==> src/rtl/cfgl_pkg.sv <==
// Shared types for the serial configuration loader.
// Assumes: consumers import the package; state encoding is free to change.
package cfgl_pkg;

    typedef enum logic [2:0] {
        ST_IDLE,
        ST_PROG,
        ST_RELEASE,
        ST_READY,
        ST_BIT_LO,
        ST_BIT_HI,
        ST_DONE_WAIT,
        ST_FINISH
    } cfgl_state_e;

    typedef enum logic [1:0] {
        CS_OK       = 2'd0,
        CS_INIT_TMO = 2'd1,
        CS_CRC      = 2'd2,
        CS_DONE_TMO = 2'd3
    } cfgl_status_e;

    // Width of a counter that must hold values 0 .. n-1 (at least one bit).
    function automatic int unsigned cnt_width(input int unsigned n);
        return (n > 1) ? $clog2(n) : 1;
    endfunction

endpackage

==> src/rtl/cfgl_timeout.sv <==
// Timeout counter: counts cycles while run is high, restarts on clear.
// Assumes: LIMIT >= 1; expired is high in the LIMIT-th running cycle.
module cfgl_timeout #(
    parameter int unsigned LIMIT = 1000
) (
    input  logic clk,
    input  logic rst_n,
    input  logic run,
    input  logic clear,
    output logic expired
);
    import cfgl_pkg::*;

    localparam int unsigned W = cnt_width(LIMIT);
    localparam logic [W-1:0] LAST = W'(LIMIT - 1);

    logic [W-1:0] cnt;

    // Advance the elapsed-cycle count, holding at the final value.
    always_ff @(posedge clk) begin
        if (!rst_n || clear || !run) begin
            cnt <= '0;
        end else if (!expired) begin
            cnt <= cnt + 1'b1;
        end
    end

    assign expired = run && (cnt == LAST);

    assert_count_needs_run_R3: assert property (@(posedge clk) disable iff (!rst_n)
        (cnt != '0) |-> $past(run));

endmodule

==> src/rtl/cfgl_halfper.sv <==
// Half-period divider for the configuration clock.
// Assumes: HALF >= 1; tick is high in the last cycle of each half-period.
module cfgl_halfper #(
    parameter int unsigned HALF = 4
) (
    input  logic clk,
    input  logic rst_n,
    input  logic run,
    output logic tick
);
    import cfgl_pkg::*;

    localparam int unsigned W = cnt_width(HALF);
    localparam logic [W-1:0] LAST = W'(HALF - 1);

    logic [W-1:0] cnt;

    // Count cycles within the current half-period, wrapping on tick.
    always_ff @(posedge clk) begin
        if (!rst_n || !run) begin
            cnt <= '0;
        end else if (tick) begin
            cnt <= '0;
        end else begin
            cnt <= cnt + 1'b1;
        end
    end

    assign tick = run && (cnt == LAST);

endmodule

==> src/rtl/cfgl_shifter.sv <==
// Byte serialiser: loads a byte and presents its bits MSB first.
// Assumes: shift is never requested on the final bit.
module cfgl_shifter #(
    parameter int unsigned W = 8
) (
    input  logic         clk,
    input  logic         rst_n,
    input  logic         load,
    input  logic         shift,
    input  logic [W-1:0] din,
    output logic         bit_o,
    output logic         last_o
);
    import cfgl_pkg::*;

    localparam int unsigned IW = cnt_width(W);
    localparam logic [IW-1:0] LAST = IW'(W - 1);

    logic [W-1:0]  sh;
    logic [IW-1:0] idx;

    // Hold the byte and move the next bit to the top on each shift.
    always_ff @(posedge clk) begin
        if (!rst_n) begin
            sh  <= '1;
            idx <= '0;
        end else if (load) begin
            sh  <= din;
            idx <= '0;
        end else if (shift) begin
            sh  <= {sh[W-2:0], 1'b0};
            idx <= idx + 1'b1;
        end
    end

    assign bit_o  = sh[W-1];
    assign last_o = (idx == LAST);

    assert_no_shift_past_end_R4: assert property (@(posedge clk) disable iff (!rst_n)
        shift |-> !last_o);

endmodule

==> src/rtl/serial_cfg_loader.sv <==
// Serial configuration loader: target reset handshake, MSB-first bit
// serialisation with a divided clock, CRC check between bytes and a
// done-wait phase, all waits bounded by TMO_CYC system clocks.
// Assumes: target pins are already synchronised to clk.
module serial_cfg_loader #(
    parameter int unsigned BYTE_W   = 8,
    parameter int unsigned HALF_CYC = 4,
    parameter int unsigned TMO_CYC  = 2500000
) (
    input  logic              clk,
    input  logic              rst_n,
    input  logic              start_i,
    output logic              busy_o,
    input  logic              s_valid_i,
    input  logic [BYTE_W-1:0] s_data_i,
    input  logic              s_last_i,
    output logic              s_ready_o,
    output logic              cmpl_o,
    output logic [1:0]        cmpl_status_o,
    output logic              cfg_prog_o,
    output logic              cfg_clk_o,
    output logic              cfg_data_o,
    input  logic              tgt_init_n_i,
    input  logic              tgt_done_i
);
    import cfgl_pkg::*;

    cfgl_state_e  state_q, state_d;
    cfgl_status_e status_q, status_d;
    logic         last_q;
    logic         dw_hi;
    logic         crc_hit;
    logic         tmo_run, tmo_clr, tmo_exp;
    logic         hp_run, hp_tick;
    logic         sh_load, sh_shift, sh_bit, sh_last;

    assign crc_hit = !tgt_init_n_i && !tgt_done_i;
    assign tmo_run = (state_q == ST_PROG) || (state_q == ST_RELEASE) ||
                     (state_q == ST_DONE_WAIT);
    assign tmo_clr = (state_d != state_q);
    assign hp_run  = (state_q == ST_BIT_LO) || (state_q == ST_BIT_HI) ||
                     (state_q == ST_DONE_WAIT);

    cfgl_timeout #(.LIMIT(TMO_CYC)) i_timeout (
        .clk     (clk),
        .rst_n   (rst_n),
        .run     (tmo_run),
        .clear   (tmo_clr),
        .expired (tmo_exp)
    );

    cfgl_halfper #(.HALF(HALF_CYC)) i_halfper (
        .clk   (clk),
        .rst_n (rst_n),
        .run   (hp_run),
        .tick  (hp_tick)
    );

    cfgl_shifter #(.W(BYTE_W)) i_shifter (
        .clk    (clk),
        .rst_n  (rst_n),
        .load   (sh_load),
        .shift  (sh_shift),
        .din    (s_data_i),
        .bit_o  (sh_bit),
        .last_o (sh_last)
    );

    // Sequencer: choose the next phase and the completion status.
    always_comb begin
        state_d  = state_q;
        status_d = status_q;
        sh_load  = 1'b0;
        sh_shift = 1'b0;
        case (state_q)
            ST_IDLE: begin
                if (start_i) state_d = ST_PROG;
            end
            ST_PROG: begin
                if (!tgt_init_n_i) begin
                    state_d = ST_RELEASE;
                end else if (tmo_exp) begin
                    state_d  = ST_FINISH;
                    status_d = CS_INIT_TMO;
                end
            end
            ST_RELEASE: begin
                if (tgt_init_n_i) begin
                    state_d = ST_READY;
                end else if (tmo_exp) begin
                    state_d  = ST_FINISH;
                    status_d = CS_INIT_TMO;
                end
            end
            ST_READY: begin
                if (crc_hit) begin
                    state_d  = ST_FINISH;
                    status_d = CS_CRC;
                end else if (s_valid_i) begin
                    sh_load = 1'b1;
                    state_d = ST_BIT_LO;
                end
            end
            ST_BIT_LO: begin
                if (hp_tick) state_d = ST_BIT_HI;
            end
            ST_BIT_HI: begin
                if (hp_tick) begin
                    if (sh_last) begin
                        state_d = last_q ? ST_DONE_WAIT : ST_READY;
                    end else begin
                        sh_shift = 1'b1;
                        state_d  = ST_BIT_LO;
                    end
                end
            end
            ST_DONE_WAIT: begin
                if (tgt_done_i) begin
                    state_d  = ST_FINISH;
                    status_d = CS_OK;
                end else if (tmo_exp) begin
                    state_d  = ST_FINISH;
                    status_d = CS_DONE_TMO;
                end
            end
            ST_FINISH: begin
                state_d = ST_IDLE;
            end
            default: begin
                state_d = ST_IDLE;
            end
        endcase
    end

    // State and status registers.
    always_ff @(posedge clk) begin
        if (!rst_n) begin
            state_q  <= ST_IDLE;
            status_q <= CS_OK;
        end else begin
            state_q  <= state_d;
            status_q <= status_d;
        end
    end

    // Remember whether the byte being shifted closes the stream.
    always_ff @(posedge clk) begin
        if (!rst_n) begin
            last_q <= 1'b0;
        end else if (sh_load) begin
            last_q <= s_last_i;
        end
    end

    // Clock phase during the done-wait, starting low.
    always_ff @(posedge clk) begin
        if (!rst_n || (state_q != ST_DONE_WAIT)) begin
            dw_hi <= 1'b0;
        end else if (hp_tick) begin
            dw_hi <= ~dw_hi;
        end
    end

    // Configuration clock level per phase.
    always_comb begin
        case (state_q)
            ST_BIT_LO:    cfg_clk_o = 1'b0;
            ST_DONE_WAIT: cfg_clk_o = dw_hi;
            default:      cfg_clk_o = 1'b1;
        endcase
    end

    assign cfg_prog_o    = (state_q == ST_PROG);
    assign cfg_data_o    = ((state_q == ST_BIT_LO) || (state_q == ST_BIT_HI)) ? sh_bit : 1'b1;
    assign busy_o        = (state_q != ST_IDLE) && (state_q != ST_FINISH);
    assign cmpl_o        = (state_q == ST_FINISH);
    assign cmpl_status_o = status_q;
    assign s_ready_o     = (state_q == ST_READY) && !crc_hit;

    assert_prog_in_load_R2: assert property (@(posedge clk) disable iff (!rst_n)
        cfg_prog_o |-> busy_o);

    assert_idle_pins_R10: assert property (@(posedge clk) disable iff (!rst_n)
        !busy_o |-> (cfg_clk_o && !cfg_prog_o));

    assert_cmpl_single_R10: assert property (@(posedge clk) disable iff (!rst_n)
        cmpl_o |=> !cmpl_o);

    assert_accept_starts_low_R7: assert property (@(posedge clk) disable iff (!rst_n)
        (s_valid_i && s_ready_o) |=> !cfg_clk_o);

    assert_data_held_on_rise_R5: assert property (@(posedge clk) disable iff (!rst_n)
        $rose(cfg_clk_o) |-> $stable(cfg_data_o));

    assert_ok_needs_done_R8: assert property (@(posedge clk) disable iff (!rst_n)
        (cmpl_o && (cmpl_status_o == 2'd0)) |-> $past(tgt_done_i));

    assert_no_restart_R11: assert property (@(posedge clk) disable iff (!rst_n)
        (busy_o && !cfg_prog_o) |=> !cfg_prog_o);

endmodule

==> config.mk <==
export PLATFORM = sky130hd
export DESIGN_NAME = serial_cfg_loader
export DESIGN_NICKNAME = d
export VERILOG_FILES = /design/src/rtl/cfgl_pkg.sv /design/src/rtl/cfgl_timeout.sv /design/src/rtl/cfgl_halfper.sv /design/src/rtl/cfgl_shifter.sv /design/src/rtl/serial_cfg_loader.sv
export SDC_FILE = /design/constraint.sdc
export NUM_CORES = 1
export LEC_CHECK = 0
export ABC_AREA = 1
export BUFFER_PORTS_ARGS = -buffer_cell sky130_fd_sc_hd__buf_2
export CORE_ASPECT_RATIO = 1.4
export CORE_UTILIZATION = 30
export DETAILED_ROUTE_END_ITERATION = 8
export PLACE_DENSITY = 0.46
export SETUP_SLACK_MARGIN = 0.05
export SLEW_MARGIN = 20
export SYNTH_ARGS = -nofsm -noshare
export SYNTH_HDL_FRONTEND = slang
export SYNTH_SLANG_ARGS = --single-unit
==> constraint.sdc <==
create_clock -name clk -period 1.6 [get_ports clk]
set_input_delay 0.24 -clock clk [delete_from_list [all_inputs] [get_ports clk]]
set_output_delay 0.24 -clock clk [all_outputs]
set_load 0.05 [all_outputs]
== Yosys cells after proc, flatten, opt, wreduce, memory -nomap -nowiden ==
Index checks and enable logic that the tools add are counted.

* Memory bits (writable): 0
* Input port bits: 15
* Bits in latches: 0
* Register bits: 42
* Output and inout bits: 8
* Memory bits (read-only): 0
* Memories: 0
* Word-level logic and storage cells: 85

* Add/subtract/negate cells: 3
* Divide/modulo/power cells: 0
* Bitwise operators: 2
* Reductions and logical operators: 26
* Shifts and indexed selects: 0
* Eq/ne operators: 17
* Magnitude comparators: 0
* Multipliers: 0
* Muxes and demuxes: 29

{| class="wikitable"
|+ Operators with widths
! operator !! number
|-
| $mux W3 || 11
|-
| $pmux W3 S8 || 1
|-
| $add A22 B1 Y22 const B || 1
|-
| $eq A22 B22 Y1 const B || 1
|-
| $mux W8 || 2
|-
| $eq A3 B3 Y1 const B || 5
|-
| $mux W2 || 6
|-
| $logic_or A1 B1 Y1 || 8
|-
| $pmux W2 S4 || 1
|-
| $mux W1 || 7
|-
| $eq A3 B2 Y1 const B || 2
|-
| $logic_not A1 Y1 || 6
|-
| $ne A3 B3 Y1 const B || 2
|-
| $logic_and A1 B1 Y1 || 5
|-
| $reduce_and A5 Y1 || 1
|-
| $ne A2 B2 Y1 const B || 2
|-
| $reduce_bool A4 Y1 || 1
|-
| $reduce_or A2 Y1 || 2
|-
| $add A3 B1 Y3 const B || 1
|-
| $eq A3 B1 Y1 const B || 1
|-
| $logic_not A3 Y1 || 1
|-
| $ne A3 B2 Y1 const B || 1
|-
| $ne A3 B3 Y1 || 1
|-
| $reduce_bool A3 Y1 || 1
|-
| 6 further kinds || 7
|}

== Depth between registers and ports, before layout ==
Gate-level depths: netlist of run 1.

* Word-level depth: 10
* Gate-level depth with buffers: 14
* Depth with buffers taken out: 13

== Hierarchy ==
Synthesis of run 1 repeated with hierarchy kept, for this count alone.

* Cell total of the unflattened synthesis: 423
* Area total of the unflattened synthesis: 2723.9 sq um

{| class="wikitable"
|+ By module, submodules not included
! module !! cells each !! area each (sq um) !! seq. area each (sq um) !! instances
|-
| cfgl_timeout || 217 || 1350.0 || 440.4 || 1
|-
| serial_cfg_loader || 135 || 824.5 || 140.1 || 1
|-
| cfgl_shifter || 61 || 464.2 || 220.2 || 1
|-
| cfgl_halfper || 10 || 85.1 || 40.0 || 1
|}

== Worst setup path before layout of run 1 ==
OpenSTA, ideal clock, no wires.

* Kind: flip-flop to flip-flop
* Start point: register state_q[2]
* End point: register i_timeout.cnt[2]
* Setup time: 119 ps
* Data required time: 1481 ps
* Setup slack: -481 ps
* Arrival: 1962 ps
* Buffers on the path: 2
* Stages on the path, launching flop included: 11
* Period minus slack after synthesis: 2081 ps
* Cells stage by stage: dfxtp_1 > buf_4 > nor3_2 > nand2_1 > o21ai_0 > nand2_1 > nand2_1 > a21oi_2 > nand3_2 > buf_6 > nor2_2

* Word-level cells in the longest chain between the ends: 10
* Elaborated cells on any way between the ends: 28
* Those cells by class: eq/ne (8); mux (10); reduce/logical (10)

{| class="wikitable"
|+ RTL lines
! element !! RTL line !! source
|-
| start, declared || serial_cfg_loader.sv:28 || <nowiki>cfgl_state_e state_q, state_d;</nowiki>
|-
| start signal, assigned || serial_cfg_loader.sv:141 || <nowiki>state_q <= state_d;</nowiki>
|-
| $eq A3 B1 Y1 (*) || -- ||
|-
| net cfg_prog_o || serial_cfg_loader.sv:20 || <nowiki>output logic cfg_prog_o,</nowiki>
|-
| $logic_or A1 B1 Y1 (2 in series) || serial_cfg_loader.sv:38 || <nowiki>assign tmo_run = (state_q == ST_PROG) || (state_q == ST_RELEASE) ||</nowiki>
|-
| $logic_and A1 B1 Y1 || cfgl_timeout.sv:28 || <nowiki>assign expired = run && (cnt == LAST);</nowiki>
|-
| $mux W3 || serial_cfg_loader.sv:82, serial_cfg_loader.sv:90, serial_cfg_loader.sv:121 ||
|-
| $mux W3 (on tied branches) || serial_cfg_loader.sv:118, serial_cfg_loader.sv:80, serial_cfg_loader.sv:88 ||
|-
| $pmux W3 S8 || serial_cfg_loader.sv:75 || <nowiki>case (state_q)</nowiki>
|-
| $ne A3 B3 Y1 || serial_cfg_loader.sv:40 || <nowiki>assign tmo_clr = (state_d != state_q);</nowiki>
|-
| $logic_or A1 B1 Y1 (2 in series) || cfgl_timeout.sv:21 || <nowiki>if (!rst_n || clear || !run) begin</nowiki>
|-
| end signal, assigned || cfgl_timeout.sv:24 || <nowiki>cnt <= cnt + 1'b1;</nowiki>
|-
| end, declared || cfgl_timeout.sv:17 || <nowiki>logic [W-1:0] cnt;</nowiki>
|}

The timed path passes the listed nets; every way through them passes the cells marked *.
A chain may end at the register's enable or synchronous reset.

== Worst setup path after layout of run 1 ==
* Start point: register i_timeout.cnt[1]
* End point: register i_timeout.cnt[12]

* Word-level cells in the longest chain between the ends: 8
* Elaborated cells on any way between the ends: 11
* Those cells by class: add/sub (1); eq/ne (2); mux (5); reduce/logical (3)

{| class="wikitable"
|+ RTL lines
! element !! RTL line
|-
| $eq A22 B22 Y1 || cfgl_timeout.sv:28
|-
| $logic_and A1 B1 Y1 || cfgl_timeout.sv:28
|-
| $mux W3 || serial_cfg_loader.sv:82, serial_cfg_loader.sv:90, serial_cfg_loader.sv:121
|-
| $mux W3 (on tied branches) || serial_cfg_loader.sv:118, serial_cfg_loader.sv:80, serial_cfg_loader.sv:88
|-
| $pmux W3 S8 || serial_cfg_loader.sv:75
|-
| $ne A3 B3 Y1 || serial_cfg_loader.sv:40
|-
| $logic_or A1 B1 Y1 (2 in series) || cfgl_timeout.sv:21
|}

Parallel ways exist; a longest one is shown, timed or not.

==> results.sh, run 1 <==
export IMPL_detail_route_antenna_nets=0
export IMPL_setup_worst_path_start="i_timeout.cnt[1]$_SDFFE_PP0N_"
export IMPL_synth_cell_type_count=33
export IMPL_crit_path_start_kind="flip-flop"
export IMPL_synth_area_per_cell_sq_um=7.15
export IMPL_initial_core_util_pct=31.4
export IMPL_gr_usage_met3_pct=3.09
export IMPL_nNetsFinal=449
export IMPL_endpoint_kind="flip-flop"
export IMPL_p_seq_share_pct=33.9
export IMPL_design_portCount=23
export IMPL_global_route_peak_usage_layer="met2"
export IMPL_firstDrtPassIters=4
export IMPL_cp_max_fo=6
export IMPL_p_per_area_mw_per_mm2=947
export IMPL_shortest_period_the_worst_path_allows_ns=1.81
export IMPL_layout_setup_ws_ns=-0.213
export IMPL_dpl_hpwl_um=4730
export IMPL_coreArea_sq_mm=0.00741
export IMPL_clock_sinks=42
export IMPL_initial_antenna_violation_count=0
export IMPL_path_cells="ha_4 -> nand2_4 -> nor2_4 -> nand3_2 -> nor2_4 -> nand2_4 -> nand2_2 -> nand2_2 -> nand3_4 -> nand2_2 -> nand2_2 -> nand3_4 -> clkbuf_16 -> nor2_2"
export IMPL_combined_flip_flop_and_latch_cell_area_sq_um=860
export IMPL_critPathKind="flip-flop to flip-flop"
export IMPL_hp_class="input pin to flip-flop"
export IMPL_antenna_diode_count=0
export IMPL_pwr_share_comb_pct=40.7
export IMPL_synthCells=325
export IMPL_violations="setup timing"
export IMPL_detail_route_wirelength_um=6610
export IMPL_placementRows=37
export IMPL_gr_usage_all_layers_pct=16.1
export IMPL_area_delta_synth_final_pct=58.5
export IMPL_cts_buffers=5
export IMPL_post_synthesis_net_count=344
export IMPL_min_from="s_data_i[7]"
export IMPL_routed_via_count=2372
export IMPL_tritoncts="done"
export IMPL_grt_start_max_net_pins=23
export IMPL_dr_first_iter_drc_count=43
export IMPL_grt_remaining_overflow=0
export IMPL_globalRouteMet2Util_pct=32.9
export IMPL_required_time_of_the_worst_setup_path_ns=1.84
export IMPL_setup_repair_after_global_routing_missed_its_margin="yes"
export IMPL_drc=0
export IMPL_leakage_nw=1.58
export IMPL_synth_seq_area_share_pct=36.2
export IMPL_place_congestion=0.812
export IMPL_cts_root_to_sink_buffers=2
export IMPL_crit_arrival_ns=2.06
export IMPL_layout_drive_gt1_share_pct=47.8
export IMPL_final_setup_viol_count=26
export IMPL_clkLatencyLatePin_ns=0.30
export IMPL_result_of_the_run="complete, but fails checks"
export IMPL_hold_violations=0
export IMPL_timing_final_max_slew_violations=0
export IMPL_main_area_contributors_after_synthesis="sky130_fd_sc_hd__dfxtp_1, sky130_fd_sc_hd__nand2_1, sky130_fd_sc_hd__nor2_1, sky130_fd_sc_hd__nor2_2, sky130_fd_sc_hd__inv_1"
export IMPL_sw_ratio_pct=36.3
export IMPL_critical_path_top_cell_by_count="sky130_fd_sc_hd__nand2_2"
export IMPL_slew_headroom_pct=74.3
export IMPL_timing_final_crit_share_pct=113
export IMPL_grtUsageMet1_pct=15.9
export IMPL_yosysTopAreaCellShare_pct=36.2
export IMPL_internal_power_mw=2.22
export IMPL_design_die_area_sq_mm=0.00810
export IMPL_port_buffers=22
export IMPL_ir_drop_mv=0.422
export IMPL_post_synth_instance_area_sq_mm=0.00232
export IMPL_cts_root_buffer_cell="sky130_fd_sc_hd__clkbuf_8"
export IMPL_fillCellCount=752
export IMPL_post_route_util_pct=49.7
export IMPL_cts_h_tree_depth=2
export IMPL_die_height_um=106
export IMPL_routed_via_count_divided_by_cell_count=4.49
export IMPL_crit_path_max_incr_delay_ns=0.36
export IMPL_hold_worst_slack_ns=0.147
export IMPL_regToRegStartpoint="i_timeout.cnt[1]$_SDFFE_PP0N_"
export IMPL_synth_largest_area_cell="sky130_fd_sc_hd__dfxtp_1"
export IMPL_cts_reportedPaths_clkPinSlew_ns=0.09
export IMPL_wl_per_cell_um=12.5
export IMPL_cp_slowest_cell="sky130_fd_sc_hd__dfxtp_2"
export IMPL_die_w_um=76.4
export IMPL_worst_margin_pin_slew_ns=0.382
export IMPL_timing_max_cap_violations=0
export IMPL_p_clk_share_pct=25.4
export IMPL_synth_seq_cells=42
export IMPL_synth_warning_count=0
export IMPL_multi_input_area_sq_mm=0.00156
export IMPL_final_non_filler_cell_total=528
export IMPL_fin_skew_ns=0.00487
export IMPL_number_of_global_route_vias_before_repair=2411
export IMPL_dpl_cell_count=506
export IMPL_grt_pass1_wl_um=10400
export IMPL_switchingPower_mw=1.26
export IMPL_fmax_mhz=551
## power by group through the flow
stage               Clock, mW  Combinational, mW  Sequential, mW
floorplan                   0              0.616            1.17
global placement            0              0.989            1.17
detailed placement          0              0.999            1.17
CTS                     0.915               1.12            1.16
global route            0.947               1.52            1.19
finish                  0.885               1.42            1.18
## cells in the final DEF (no fill, tap or decap), types with 7 or more instances in the layout
cell,synthesis,final
sky130_fd_sc_hd__xor2_1,13,13
sky130_fd_sc_hd__nor2_4,3,20
sky130_fd_sc_hd__dfxtp_1,42,33
sky130_fd_sc_hd__nand2_1,68,56
sky130_fd_sc_hd__nor2_1,45,32
sky130_fd_sc_hd__nand4_1,12,12
sky130_fd_sc_hd__nor2_2,22,18
sky130_fd_sc_hd__nand2_4,2,7
sky130_fd_sc_hd__inv_1,34,32
sky130_fd_sc_hd__nand2_2,3,10
sky130_fd_sc_hd__buf_2,1,16
sky130_fd_sc_hd__buf_4,1,67
sky130_fd_sc_hd__nand3_1,13,11
sky130_fd_sc_hd__buf_6,2,14
## timing repair
action                                  4_1_cts  5_1_grt
pin swaps                                     6       20
gates resized for setup                      46       63
hold buffers                                  0        0
endpoints found under the setup margin       44       44
cloned                                        0        3
setup buffers                                 5        9
## area by class of cell
class / count / share of cell area [%]
sequential: 42 / 23.4
tap: 97 / 3.30
timing repair buffer: 103 / 23.4
clock buffer: 5 / 1.87
inverter: 42 / 4.49
multi-input combinational: 236 / 42.4
clock inverter: 3 / 1.19
## synth_stat cells (all sizes together)
library cell  number
nand2             73
nor2              70
dfxtp             42
inv               41
nand3             17
o21ai             13
xor2              13
nand4             12
a21oi              8
nor3               6
xnor2              6
buf                4
ha                 4
nor4               4
a31oi              2
o2111ai            2
or2                2
a22oi              1
clkbuf             1
clkinv             1
nand3b             1
nor3b              1
o211ai             1
## worst max-delay path, delay by kind of cell, from the launching register on
family	cells	cell delay, ns
simple gates	12	1.01
flops	1	0.36
buf+inv	1	0.22
fa+ha+maj	1	0.15
## sequential cells by signal, summed over array words and instances (netlist names)
name / flops
state_q: 3
i_halfper.cnt: 2
i_shifter.sh: 8
dw_hi: 1
i_shifter.idx: 3
cmpl_status_o: 2
last_q: 1
i_timeout.cnt: 22
## stage by stage
step / cell area [sq um] / total power [mW] / setup WS, ns / TNS [ns]
after CTS: 3340 / 3.19 / -0.187 / -4.24
after global routing: 3680 / 3.66 / -0.336 / -7.69
after floorplan: 2360 / 1.79 / -0.149 / -2.98
final: 3680 / 3.49 / -0.213 / -4.46
after global placement: 3060 / 2.16 / -0.233 / -5.04
after detailed placement: 3060 / 2.17 / -0.259 / -5.66
## kinds of logic (layout without fill, tap and decap cells)
logic type      count (synthesis)  in the layout  synth area share, %
compound gates                 27             27                 6.63
simple gates                  186            186                 39.4
fa+ha+maj                       4              4                 2.16
flops                          42             42                 36.2
buf+inv                        47            153                 8.46
xor+xnor                       19             19                 7.17
## path summary, 6_finish.rpt
| check | end | slack [ns] | cells after the start |
|---|---|---|---|
| worst max register to register | i_timeout.cnt[12]$_SDFFE_PP0N_ | -0.21 | 14 |
| worst min register to register | i_halfper.cnt[0]$_SDFF_PP0_ | 0.43 | 1 |
| worst max-delay path | i_timeout.cnt[12]$_SDFFE_PP0N_ | -0.21 | 14 |
| worst min-delay path | i_shifter.sh[7]$_SDFFE_PN1P_ | 0.15 | 3 |
## routing by layer
metal  part of all wire [%]  wire [um]
met3                    2.3        149
met1                     38       2540
met2                     57       3800
met4                    1.8        120
met5                      0          0
No activity file was read; power rests on OpenSTA's default activity.
==> inputs of run 2 (changes only) <==
PLACE_DENSITY = 0.44   (was 0.46)
TNS_END_PERCENT = 30   (was not set)
clock period = 1.73 ns   (was 1.6 ns; I/O delays follow)
==> run 2 against run 1 <==
  * First-iteration DRC count rose by 7.0%
  * Global-route usage fell by 0.52 points
  * Sequential power fell by 8%
  * Critical path type unchanged
  * The flow still finishes with violations (setup timing)
  * Critical endpoint is now i_timeout.cnt[1]$_SDFFE_PP0N_
  * Clock skew rose by 0.0030 ns
  * Final cell count fell by 3.4%
==> results.sh, run 2 (synthesis results as in run 1) <==
export IMPL_p_per_area_mw_per_mm2=859
export IMPL_wl_per_cell_um=11.5
export IMPL_layout_setup_ws_ns=-0.0322
export IMPL_routed_via_count=2274
export IMPL_crit_path_max_incr_delay_ns=0.42
export IMPL_cts_h_tree_depth=2
export IMPL_area_delta_synth_final_pct=44.1
export IMPL_crit_arrival_ns=2.00
export IMPL_biggestRegsByFlops="i_timeout.cnt x22, i_shifter.sh x8"
export IMPL_path_cells="nand2_4 -> buf_4 -> buf_4 -> nand3_2 -> nor2_4 -> nand2_4 -> nand2_1 -> nand2_2 -> nand2_2 -> a21oi_4 -> nand3_4 -> clkbuf_16 -> nor2_2"
export IMPL_grt_start_max_net_pins=16
export IMPL_violations="setup timing"
export IMPL_finalInstanceArea_sq_mm=0.00335
export IMPL_regToRegStartpoint="state_q[0]$_SDFF_PN0_"
export IMPL_fmax_mhz=567
export IMPL_die_w_um=76.4
export IMPL_critPathKind="flip-flop to flip-flop"
export IMPL_antenna_diode_count=0
export IMPL_worst_hold_path_ep="i_shifter.sh[6]$_SDFFE_PN1P_"
export IMPL_die_height_um=106
export IMPL_initial_core_util_pct=31.4
export IMPL_cts_reportedPaths_clkPinSlew_ns=0.09
export IMPL_routed_via_count_divided_by_cell_count=4.46
export IMPL_ir_drop_mv=0.367
export IMPL_fin_skew_ns=0.00787
export IMPL_slew_headroom_pct=77.2
export IMPL_largest_register_ffs=22
export IMPL_timing_max_cap_violations=0
export IMPL_crit_path_start_kind="flip-flop"
export IMPL_post_route_util_pct=45.2
export IMPL_hp_class="input pin to flip-flop"
export IMPL_dr_first_iter_drc_count=46
export IMPL_hold_path_cell_count=3
export IMPL_min_from="s_data_i[6]"
export IMPL_coreArea_sq_mm=0.00741
export IMPL_shortest_period_the_worst_path_allows_ns=1.76
export IMPL_cp_max_fo=7
export IMPL_clock_sinks=42
export IMPL_path_buf_inv=3
export IMPL_final_setup_viol_count=16
export IMPL_timing_final_crit_share_pct=102
export IMPL_mostFrequentLayoutCells="sky130_fd_sc_hd__nand2_1, sky130_fd_sc_hd__buf_4, sky130_fd_sc_hd__nor2_1"
export IMPL_design_portCount=23
export IMPL_timing_final_max_slew_violations=0
export IMPL_port_buffers=22
export IMPL_r2r_cells=13
export IMPL_place_congestion=0.854
export IMPL_cts_buffers=5
export IMPL_most_flop_heavy_register="i_timeout.cnt"
export IMPL_hold_violations=0
export IMPL_cts_root_buffer_cell="sky130_fd_sc_hd__clkbuf_8"
export IMPL_layout_drive_gt1_share_pct=42.6
export IMPL_place_ws_ns=-0.0589
export IMPL_cts_root_to_sink_buffers=2
export IMPL_drc=0
export IMPL_leakage_nw=1.43
export IMPL_setup_repair_after_global_routing_missed_its_margin="yes"
export IMPL_firstDrtPassIters=4
export IMPL_gr_usage_all_layers_pct=15.6
export IMPL_placementRows=37
export IMPL_worst_path_dominant_cell_family="simple AND/OR/NAND/NOR gates"
export IMPL_grt_remaining_overflow=0
export IMPL_nNetsFinal=431
export IMPL_number_of_global_route_vias_before_repair=2351
export IMPL_r2r_slack_ns=-0.03
export IMPL_required_time_of_the_worst_setup_path_ns=1.97
export IMPL_holdBufCountCts=0
export IMPL_initial_antenna_violation_count=0
export IMPL_clkLatencyLatePin_ns=0.30
export IMPL_result_of_the_run="complete, but fails checks"
export IMPL_endpoint_kind="flip-flop"
export IMPL_dpl_hpwl_um=4560
export IMPL_design_die_area_sq_mm=0.00810
export IMPL_tritoncts="done"
export IMPL_detail_route_antenna_nets=0
export IMPL_place_area_sq_mm=0.00299
export IMPL_cp_slowest_cell="sky130_fd_sc_hd__dfxtp_4"
export IMPL_grt_pass1_wl_um=10000
export IMPL_worst_margin_pin_slew_ns=0.339
export IMPL_detail_route_wirelength_um=5860
export IMPL_worst_r2r_endpoint="i_timeout.cnt[1]$_SDFFE_PP0N_"
export IMPL_fillCellCount=796
run 2: worst max path at each step:
stage	start	endpoint	slack, ns	depth (start not counted)
floorplan	state_q[1]$_SDFF_PN0_	busy_o	-0.20	2
global placement	i_timeout.cnt[0]$_SDFFE_PP0N_	i_timeout.cnt[18]$_SDFFE_PP0N_	-0.04	11
detailed placement	i_timeout.cnt[1]$_SDFFE_PP0N_	i_timeout.cnt[18]$_SDFFE_PP0N_	-0.06	11
CTS	state_q[0]$_SDFF_PN0_	s_ready_o	0.001	7
global route	i_timeout.cnt[1]$_SDFFE_PP0N_	i_timeout.cnt[1]$_SDFFE_PP0N_	-0.15	14
finish	state_q[0]$_SDFF_PN0_	i_timeout.cnt[1]$_SDFFE_PP0N_	-0.03	13
run 2: metrics by stage:
stage	power (mW)	hold WS, ns	std cells	TNS (ns)
after detailed placement	1.97	0.424	497	-0.259
after global placement	1.97	0.420	497	-0.0791
after CTS	2.76	0.161	508	0
after global routing	3.04	0.172	510	-3.32
after floorplan	1.65	0.382	325	-0.820
final	2.88	0.164	510	-0.298
run 2: layout make-up:
class	instances	area [sq um]	area share [%]
Clock buffer	6	82.6	2.47
Sequential cell	42	860	25.7
Inverter	42	160	4.79
Clock inverter	2	12.5	0.374
Tap cell	97	121	3.63
Multi-Input combinational cell	236	1440	43.2
Timing Repair Buffer	85	666	19.9
run 2: timing repair:
action / CTS / global route
pin swaps: 4 / 11
setup buffers: 3 / 1
endpoints found under the setup margin: 30 / 42
gates resized for setup: 31 / 34
cloned: 0 / 1
run 2: power by group:
part	internal, mW	switching [mW]	leakage (nW)	total (mW)
clock	0.322	0.377	0.0472	0.699
sequential	1.02	0.0650	0.344	1.08
combinational	0.471	0.623	1.03	1.09
total	1.81	1.07	1.43	2.88
run 2: worst min-delay path: stages:
cell and delay (ns):
sky130_fd_sc_hd__buf_2 0.07, sky130_fd_sc_hd__nand2_1 0.04, sky130_fd_sc_hd__o2111ai_1 0.06
run 2: routing by layer:
layer	wire (um)	share of wire (%)	GRT usage [%]
met1	2220	38	15.2
met2	3340	57	31.3
met3	155	2.6	3.09
met4	147	2.5	6.46
met5	0	0	0
